**src/rtl/irq_agg_pkg.sv**
```systemverilog
package irq_agg_pkg;
  localparam int unsigned WORDS_PER_GRP = 5;
  localparam int unsigned BLK_BIT_OFS   = 8;
  localparam int unsigned REG_W         = 32;

  typedef enum int unsigned {
    SLOT_PEND   = 0,
    SLOT_EN_SET = 1,
    SLOT_EN_CLR = 2,
    SLOT_RESULT = 3,
    SLOT_RSVD   = 4
  } grp_slot_e;

  typedef enum int unsigned {
    BLK_EN_SET = 0,
    BLK_EN_CLR = 1,
    BLK_VECTOR = 2,
    BLK_CTRL   = 3
  } blk_slot_e;

  function automatic int unsigned blk_bit(input int unsigned grp);
    return (grp + BLK_BIT_OFS) % REG_W;
  endfunction
endpackage

```
**src/rtl/irq_rst_sync.sv**
```systemverilog
module irq_rst_sync #(
  parameter int unsigned STAGES = 2
) (
  input  logic clk,
  input  logic rst_n_i,
  output logic rst_n_o
);
  logic [STAGES-1:0] sync_q;

  always_ff @(posedge clk or negedge rst_n_i) begin
    if (!rst_n_i) sync_q <= '0;
    else          sync_q <= {sync_q[STAGES-2:0], 1'b1};
  end

  assign rst_n_o = sync_q[STAGES-1];
endmodule

```
**src/rtl/irq_group.sv**
```systemverilog
module irq_group #(
  parameter int unsigned SRC_W = 32
) (
  input  logic             clk,
  input  logic             rst_n,
  input  logic [SRC_W-1:0] line_i,
  input  logic             pend_clr_we,
  input  logic             en_set_we,
  input  logic             en_clr_we,
  input  logic [SRC_W-1:0] wdata_i,
  output logic [SRC_W-1:0] pend_o,
  output logic [SRC_W-1:0] en_o,
  output logic [SRC_W-1:0] result_o,
  output logic             any_o
);
  logic [SRC_W-1:0] line_q, pend_q, en_q;
  logic [SRC_W-1:0] rise, clr_mask, set_mask, off_mask;
  logic [SRC_W-1:0] pend_d, en_d;
  logic             pend_ld, en_ld;

  always_comb begin
    rise     = line_i & ~line_q;
    clr_mask = pend_clr_we ? wdata_i : '0;
    set_mask = en_set_we   ? wdata_i : '0;
    off_mask = en_clr_we   ? wdata_i : '0;
    pend_d   = (pend_q & ~clr_mask) | rise;
    en_d     = (en_q | set_mask) & ~off_mask;
    pend_ld  = pend_clr_we | (|rise);
    en_ld    = en_set_we | en_clr_we;
  end

  always_ff @(posedge clk or negedge rst_n) begin
    if (!rst_n) begin
      line_q <= '0;
      pend_q <= '0;
      en_q   <= '0;
    end else begin
      line_q <= line_i;
      if (pend_ld) pend_q <= pend_d;
      if (en_ld)   en_q   <= en_d;
    end
  end

  assign pend_o   = pend_q;
  assign en_o     = en_q;
  assign result_o = pend_q & en_q;
  assign any_o    = |result_o;


  edge_capture_chk: assert property (@(posedge clk) disable iff (!rst_n)
    1'b1 |=> ((pend_q & $past(line_i & ~line_q)) == $past(line_i & ~line_q)));

  pend_sticky_chk: assert property (@(posedge clk) disable iff (!rst_n)
    !pend_clr_we |=> ((pend_q & $past(pend_q)) == $past(pend_q)));

  en_hold_chk: assert property (@(posedge clk) disable iff (!rst_n)
    !(en_set_we || en_clr_we) |=> $stable(en_q));

  en_off_chk: assert property (@(posedge clk) disable iff (!rst_n)
    en_clr_we |=> ((en_q & $past(wdata_i)) == '0));
endmodule

```
**src/rtl/irq_aggregator.sv**
```systemverilog
module irq_aggregator
  import irq_agg_pkg::*;
#(
  parameter int unsigned NUM_GROUPS = 4,
  parameter int unsigned SRC_W      = 32,
  parameter int unsigned ADDR_W     = 8
) (
  input  logic                        clk,
  input  logic                        rst_n,
  input  logic [NUM_GROUPS*SRC_W-1:0] irq_lines_i,
  input  logic                        reg_wr_i,
  input  logic [ADDR_W-1:0]           reg_addr_i,
  input  logic [REG_W-1:0]            reg_wdata_i,
  output logic [REG_W-1:0]            reg_rdata_o,
  output logic [NUM_GROUPS-1:0]       grp_irq_o,
  output logic                        direct_mode_o
);
  localparam int unsigned BLK_BASE = WORDS_PER_GRP * NUM_GROUPS;

  logic                  rst_s;
  logic [SRC_W-1:0]      pend_a [NUM_GROUPS];
  logic [SRC_W-1:0]      en_a   [NUM_GROUPS];
  logic [SRC_W-1:0]      res_a  [NUM_GROUPS];
  logic [NUM_GROUPS-1:0] any_v;
  logic [NUM_GROUPS-1:0] blk_en_q, blk_en_d;
  logic                  blk_ld, ctrl_q, ctrl_ld;
  logic                  wr_blk_set, wr_blk_clr;

  irq_rst_sync #(.STAGES(2)) u_rst (
    .clk(clk), .rst_n_i(rst_n), .rst_n_o(rst_s)
  );

  for (genvar g = 0; g < NUM_GROUPS; g++) begin : g_grp
    localparam int unsigned GBASE = g * WORDS_PER_GRP;
    logic hit_pend, hit_set, hit_clr;

    assign hit_pend = reg_wr_i && (reg_addr_i == ADDR_W'(GBASE + SLOT_PEND));
    assign hit_set  = reg_wr_i && (reg_addr_i == ADDR_W'(GBASE + SLOT_EN_SET));
    assign hit_clr  = reg_wr_i && (reg_addr_i == ADDR_W'(GBASE + SLOT_EN_CLR));

    irq_group #(.SRC_W(SRC_W)) u_grp (
      .clk         (clk),
      .rst_n       (rst_s),
      .line_i      (irq_lines_i[g*SRC_W +: SRC_W]),
      .pend_clr_we (hit_pend),
      .en_set_we   (hit_set),
      .en_clr_we   (hit_clr),
      .wdata_i     (reg_wdata_i[SRC_W-1:0]),
      .pend_o      (pend_a[g]),
      .en_o        (en_a[g]),
      .result_o    (res_a[g]),
      .any_o       (any_v[g])
    );


    blk_off_chk: assert property (@(posedge clk) disable iff (!rst_s)
      (wr_blk_clr && reg_wdata_i[blk_bit(g)]) |=> !grp_irq_o[g]);
  end

  assign wr_blk_set = reg_wr_i && (reg_addr_i == ADDR_W'(BLK_BASE + BLK_EN_SET));
  assign wr_blk_clr = reg_wr_i && (reg_addr_i == ADDR_W'(BLK_BASE + BLK_EN_CLR));
  assign ctrl_ld    = reg_wr_i && (reg_addr_i == ADDR_W'(BLK_BASE + BLK_CTRL));
  assign blk_ld     = wr_blk_set | wr_blk_clr;

  always_comb begin
    blk_en_d = blk_en_q;
    for (int g = 0; g < NUM_GROUPS; g++) begin
      if (wr_blk_set && reg_wdata_i[blk_bit(g)]) blk_en_d[g] = 1'b1;
      if (wr_blk_clr && reg_wdata_i[blk_bit(g)]) blk_en_d[g] = 1'b0;
    end
  end

  always_ff @(posedge clk or negedge rst_s) begin
    if (!rst_s) begin
      blk_en_q <= '0;
      ctrl_q   <= 1'b0;
    end else begin
      if (blk_ld)  blk_en_q <= blk_en_d;
      if (ctrl_ld) ctrl_q   <= reg_wdata_i[0];
    end
  end

  assign grp_irq_o     = any_v & blk_en_q;
  assign direct_mode_o = ctrl_q;

  always_comb begin
    reg_rdata_o = '0;
    for (int g = 0; g < NUM_GROUPS; g++) begin
      if (reg_addr_i == ADDR_W'(g * WORDS_PER_GRP + SLOT_PEND))
        reg_rdata_o[SRC_W-1:0] = pend_a[g];
      if (reg_addr_i == ADDR_W'(g * WORDS_PER_GRP + SLOT_EN_SET) ||
          reg_addr_i == ADDR_W'(g * WORDS_PER_GRP + SLOT_EN_CLR))
        reg_rdata_o[SRC_W-1:0] = en_a[g];
      if (reg_addr_i == ADDR_W'(g * WORDS_PER_GRP + SLOT_RESULT))
        reg_rdata_o[SRC_W-1:0] = res_a[g];
      if (reg_addr_i == ADDR_W'(BLK_BASE + BLK_EN_SET) ||
          reg_addr_i == ADDR_W'(BLK_BASE + BLK_EN_CLR))
        reg_rdata_o[blk_bit(g)] = blk_en_q[g];
      if (reg_addr_i == ADDR_W'(BLK_BASE + BLK_VECTOR))
        reg_rdata_o[blk_bit(g)] = grp_irq_o[g];
    end
    if (reg_addr_i == ADDR_W'(BLK_BASE + BLK_CTRL))
      reg_rdata_o[0] = ctrl_q;
  end


  blk_hold_chk: assert property (@(posedge clk) disable iff (!rst_s)
    !blk_ld |=> $stable(blk_en_q));

  ctrl_hold_chk: assert property (@(posedge clk) disable iff (!rst_s)
    !ctrl_ld |=> $stable(direct_mode_o));

  ctrl_load_chk: assert property (@(posedge clk) disable iff (!rst_s)
    ctrl_ld |=> (direct_mode_o == $past(reg_wdata_i[0])));
endmodule

```
**config.mk**
```make
export PLATFORM = sky130hd
export DESIGN_NAME = irq_aggregator
export DESIGN_NICKNAME = d
export VERILOG_FILES = /design/src/rtl/irq_agg_pkg.sv /design/src/rtl/irq_rst_sync.sv /design/src/rtl/irq_group.sv /design/src/rtl/irq_aggregator.sv
export SDC_FILE = /design/constraint.sdc
export NUM_CORES = 1
export LEC_CHECK = 0
export ABC_AREA = 1
export BUFFER_PORTS_ARGS = -buffer_cell sky130_fd_sc_hd__buf_4
export CORE_UTILIZATION = 50
export DETAILED_ROUTE_END_ITERATION = 8
export PLACE_DENSITY = 0.78
export SYNTH_ARGS = -nofsm -noshare
export SYNTH_HDL_FRONTEND = slang
export SYNTH_SLANG_ARGS = --single-unit
```
**constraint.sdc**
```tcl
create_clock -name clk -period 28.4 [get_ports clk]
set_input_delay 4.26 -clock clk [delete_from_list [all_inputs] [get_ports clk]]
set_output_delay 4.26 -clock clk [all_outputs]
set_load 0.02 [all_outputs]
```
* Word-level counts from Yosys, hierarchy flattened
Index checks and enable logic that the tools add are counted.
** Operators by class
- Equal/unequal tests :: 19
- Multiplexer cells :: 41
- Bitwise logic cells :: 46
- Reduce and logical (&&, ||, !) cells :: 45
** Operator list (number)
- $mux W32 :: 24
- $and A32 B32 Y32 :: 16
- $not A32 Y32 :: 12
- $or A32 B32 Y32 :: 8
- $reduce_or A32 Y1 :: 8
- $eq A8 B5 Y1 const B :: 7
- $eq A8 B4 Y1 const B :: 6
- $eq A8 B3 Y1 const B :: 3
- $logic_and A1 B1 Y1 :: 23
- $mux W1 :: 17
- $eq A8 B2 Y1 const B :: 2
- $or A1 B1 Y1 :: 9
- $eq A8 B1 Y1 const B :: 1
- $logic_not A8 Y1 :: 1
- $reduce_and A2 Y1 :: 4
- $reduce_bool A2 Y1 :: 4
- $logic_or A1 B1 Y1 :: 5
- $and A4 B4 Y4 :: 1
** Word-level totals
- Bits in registers :: 391
- Input bits :: 171
- Output and inout bits :: 37
- Logic and storage cells :: 169

* Longest topological paths before layout
- Depth in word-level cells :: 21
- Gate-level depth with buffers :: 14
- Mapped depth without buffers :: 14

* Modules after synthesis
Synthesis repeated with hierarchy kept, for this count alone.
** Unflattened totals
- Cell total of the unflattened synthesis :: 2377
- Area total of the unflattened synthesis :: 18839.3 um2
** Modules (own cells, without submodules)
- irq_group :: times used 4, cells an instance 427, area each 3915.0 um2, sequential area each 2402.3 um2
- irq_aggregator :: times used 1, cells an instance 666, area each 3125.5 um2, sequential area each 125.1 um2
- irq_rst_sync :: times used 1, cells an instance 3, area each 53.8 um2, sequential area each 50.0 um2

* Worst setup path after synthesis
Ideal clock, no wire load.
- Path kind :: input to output
- From :: in reg_addr_i[5]
- To :: out reg_rdata_o[12]
- Arrival :: 5.581 ns
- Data required time :: 24.140 ns
- Setup slack :: 18.559 ns
- Stages :: 10
- Path through :: nor2_1 nand2_2 clkinv_2 nand3_1 nor2_4 inv_2 buf_2 o2111ai_1 nand2_1 nand4_1
** On the way
- Word-level cells in the longest chain between the ends :: 13
- Elaborated cells on any way between the ends :: 32
- Those cells by class :: eq/ne: 15; mux: 12; reduce/logical: 5
** Ends and longest elaborated chain
- from (decl) :: line irq_aggregator.sv:12 : input logic [ADDR_W-1:0] reg_addr_i,
- $logic_not A8 Y1, or another cell as far along :: line irq_aggregator.sv:89 : if (reg_addr_i == ADDR_W'(g * WORDS_PER_GRP + SLOT_PEND))
- $mux W32 / $logic_or A1 B1 Y1 (equally long branches) :: line irq_aggregator.sv:89, irq_aggregator.sv:91
- $mux W32 :: line irq_aggregator.sv:91 : if (reg_addr_i == ADDR_W'(g * WORDS_PER_GRP + SLOT_EN_SET) ||
- $mux W32 :: line irq_aggregator.sv:94 : if (reg_addr_i == ADDR_W'(g * WORDS_PER_GRP + SLOT_RESULT))
- $mux W32 :: line irq_aggregator.sv:89
- $mux W32 :: line irq_aggregator.sv:91
- $mux W32 :: line irq_aggregator.sv:94
- $mux W32 :: line irq_aggregator.sv:89
- $mux W32 :: line irq_aggregator.sv:91
- $mux W32 :: line irq_aggregator.sv:94
- $mux W32 :: line irq_aggregator.sv:89
- $mux W32 :: line irq_aggregator.sv:91
- $mux W32 * :: line irq_aggregator.sv:94
- to (decl) :: line irq_aggregator.sv:14 : output logic [REG_W-1:0] reg_rdata_o,
Every way passes the cells marked *; elsewhere a longest branch is shown, timed or not.

* Worst setup path in the final report
- From :: in reg_addr_i[5]
- To :: out reg_rdata_o[11]
** On the way
- Word-level cells in the longest chain between the ends :: 15
- Elaborated cells on any way between the ends :: 38
- Those cells by class :: eq/ne: 18; mux: 14; reduce/logical: 6
** Ends and longest elaborated chain
- $logic_not A8 Y1, or another cell as far along :: line irq_aggregator.sv:89
- $mux W32 / $logic_or A1 B1 Y1 (equally long branches) :: line irq_aggregator.sv:89, irq_aggregator.sv:91
- $mux W32 :: line irq_aggregator.sv:91
- $mux W32 :: line irq_aggregator.sv:94
- $mux W32 :: line irq_aggregator.sv:89
- $mux W32 :: line irq_aggregator.sv:91
- $mux W32 :: line irq_aggregator.sv:94
- $mux W32 :: line irq_aggregator.sv:89
- $mux W32 :: line irq_aggregator.sv:91
- $mux W32 :: line irq_aggregator.sv:94
- $mux W32 :: line irq_aggregator.sv:89
- $mux W32 :: line irq_aggregator.sv:91
- $mux W32 :: line irq_aggregator.sv:94
- $mux W1 :: line irq_aggregator.sv:96 : if (reg_addr_i == ADDR_W'(BLK_BASE + BLK_EN_SET) ||
- $mux W1 * :: line irq_aggregator.sv:99 : if (reg_addr_i == ADDR_W'(BLK_BASE + BLK_VECTOR))
Marked as above.

==> impl_metrics.ini <==
[run_status]
status = finished, violations left
violations = DRC

[sta]
drv_slew = 0
tns_ps = 0
fmax_mhz = 85.01
final_hold_viol_count = 0
slew_headroom = 0.1444
setup_slack_ps = 16640
setup_viol = 0
tightest_slew_ps = 1280
rsz0062_at_grt = no
period_minus_slack_ps = 11760
clock_skew_ps = 16.37
final.period_utilization = 0.4142

[setup_path]
r2r_slack_ps = 25660
critPathCaptureType = primary output
required_ps = 24140
arrival_ps = 7500
timing.rr.start = u_rst.sync_q[1]
cp_cell_sequence = buf_4 > nor2_1 > nand2_2 > clkinv_2 > nand2_2 > nand2_2 > nand2_1 > nand4_1 > nor2_1 > nand4_1 > nand2_1 > nand3_1 > nand2_1 > nand3_1 > buf_4
regToRegEndpoint = g_grp[2].u_grp.line_q[25]
crit_type = input port to primary output
crit_slowest_cell = nand2_2
ff2ff_path_depth = 2
slowest_delay_ps = 850
cp_top_family = simple AND/OR/NAND/NOR gates
startpoint_type = input port
cp_max_fo = 33
critical_path_buf_inv_count = 3

[layout]
fillCellCount = 2871
regArea_mm2 = 0.009788
final_common_cell = nand2_1
nets = 2315
layout_common_cells = 436 x nand2_1, 390 x dfrtp_1, 220 x buf_4
area_growth_pct = 19.83
drive_gt1_frac = 0.1519
multi_input_area_mm2 = 0.006643
stdcell_count = 2632
finalInstanceArea_mm2 = 0.02093

[synth]
yosys_warnings = 0
ys_seq_elements = 391
yosys.area.top_type = dfrtp_1
syn_inst = 1964
synth_top_area_share = 0.5601
avgSynthCellArea_um2 = 8.894
synth_nets = 2135
synthesis.area_mm2 = 0.01747
synth_cell_types = 34
synth_area_leaders = dfrtp_1 56%, nand2_1 9.5%, a2bb2oi_1 6.3%
ys_seq_area_frac = 0.5601

[clocking]
clock_latency_ps = 570
postCtsHoldBufs = 0
clock-sinks = 391
cts_setup_buffers = 0
h-tree-depth = 2
cts_root_buf = clkbuf_16
clk_pin_slew_worst_paths_ps = 60
numCtsBuffers = 42
cts_tree = done
cts_resized = 0
clockBufferDepth = 3

[grt]
grt_antenna_before_repair = 4
gr-usage-met2 = 0.4949
grt_max_degree = 191
grt_pass1_vias = 15783
grt_use_met1 = 0.4456
grt_pass1_wl_um = 89720
gr-max-usage-layer = met2
grt_overflow = 0
grt_use_total = 0.3294
gr-usage-met3 = 0.08026

[pwr]
p_total_w = 0.001283
intPower_w = 0.0009807
comb_power_share = 0.075
ir_drop_mv = 0.05646
leakagePower_nw = 9.413
switchingPower_w = 0.0003022
pwr-share-clk = 0.465
p_per_area_mw_per_mm2 = 61.29
seq_power_share = 0.461
switching_share = 0.2356

[floorplanning]
rows = 68
fp.dieW_um = 188.9
die_area_mm2 = 0.03569
io_pins = 208
initial_core_util = 0.5069
placeableCoreArea_mm2 = 0.03446
die_h_um = 188.9

[placement]
gp_congestion = 0.9478
post_dp_cell_area_mm2 = 0.01940
dp_cells = 2555
portBuffers = 207
dp_hpwl_um = 36090
place_ws_ps = 16730

[worst_hold_path]
min_to = u_rst.sync_q[1]
holdCritStartpoint = u_rst.sync_q[0]
hold_depth = 0
hp-class = register to register

[routing]
routed_wl_um = 58190
drc = 1
drt-pass1-iter-count = 9
vias = 16377
drtAntennaViolNets = 0
routed_via_density = 6.222
drt_iter0_drc = 2318
avgRoutedWirePerCell_um = 22.11

[run]
maxCapViolCount = 0
[sequential cells by signal, summed over array words and instances, names as in the netlist]
register and count:
blk_en_q 4, g_grp.u_grp.en_o 128, direct_mode_o 1, g_grp.u_grp.pend_o 128
g_grp.u_grp.line_q 128, u_rst.sync_q 2
[how the worst max path moves through the flow]
| stage | from | endpoint | slack, ps | cells past startpoint |
|---|---|---|---|---|
| 3_3_place_gp | reg_addr_i[5] | reg_rdata_o[9] | 16810 | 15 |
| 4_1_cts | reg_addr_i[5] | reg_rdata_o[11] | 16740 | 15 |
| 3_5_place_dp | reg_addr_i[5] | reg_rdata_o[8] | 16730 | 15 |
| 5_1_grt | reg_addr_i[5] | reg_rdata_o[11] | 16470 | 15 |
| 2_1_floorplan | u_rst.sync_q[1] | blk_en_q[0] | 16700 | 0 |
| 6_report | reg_addr_i[5] | reg_rdata_o[11] | 16640 | 15 |
[layout make-up]
| class | count | share of cell area |
|---|---|---|
| sequential | 391 | 0.4676 |
| clock buffer | 62 | 0.06354 |
| inverter | 193 | 0.03467 |
| clock inverter | 11 | 0.009325 |
| antenna | 4 | 0.0004782 |
| multi-input combinational | 1295 | 0.3173 |
| timing repair buffer | 221 | 0.07986 |
| tap | 455 | 0.02720 |
[power groups by stage]
stage / logic [W] / registers [W] / clock network [W]
6_report: 0.0000959 / 0.000591 / 0.000596
5_1_grt: 0.000104 / 0.000593 / 0.000622
2_1_floorplan: 0.0000385 / 0.000603 / 0
3_5_place_dp: 0.0000937 / 0.000600 / 0
3_3_place_gp: 0.0000920 / 0.000599 / 0
4_1_cts: 0.0000943 / 0.000590 / 0.000601
[stage by stage]
step | hold WS [ps] | utilization
final | 348.8 | 0.6075
after global routing | 356.8 | 0.6073
after CTS | 351.2 | 0.6072
after detailed placement | 338.1 | 0.5629
after global placement | 336.5 | 0.5629
after floorplan | 331.2 | -
[Yosys cell counts]
cell type and instances:
nand2_1 442, dfrtp_1 391, o21ai_0 190, inv_1 184, a2bb2oi_1 125, nor3_1 102
nand4_1 87, nand3_1 82, nor2_1 75, o21ai_1 72, a21oi_1 62, clkbuf_1 57
o2111ai_1 27, buf_2 23, inv_2 7, nand2_2 6, nor2_2 6, a31oi_1 5
buf_4 3, a21boi_0 2, a221oi_1 2, nor2_4 2, a21boi_1 1, a41oi_1 1
buf_1 1, buf_6 1, clkinv_1 1, clkinv_2 1, conb_1 1, nand3_2 1
nor3_2 1, nor3_4 1, nor4_1 1, o21ai_2 1
[cells by family (layout without fill, tap and decap cells)]
group,Yosys count,in the layout,share of synthesized area
AND/OR/NAND/NOR,806,806,0.2030
AO/OA/AOI/OAI,488,488,0.1741
flip-flops,391,391,0.5601
buffers and inverters,278,487,0.06253
other,1,5,0.0002147
[layer usage]
layer,up-vias,routed length (um)
met5,-,0
met4,0,3010
met3,255,7351
met2,1154,25790
met1,7858,22040
li1,7110,-
No activity file was read; power rests on OpenSTA's default activity.
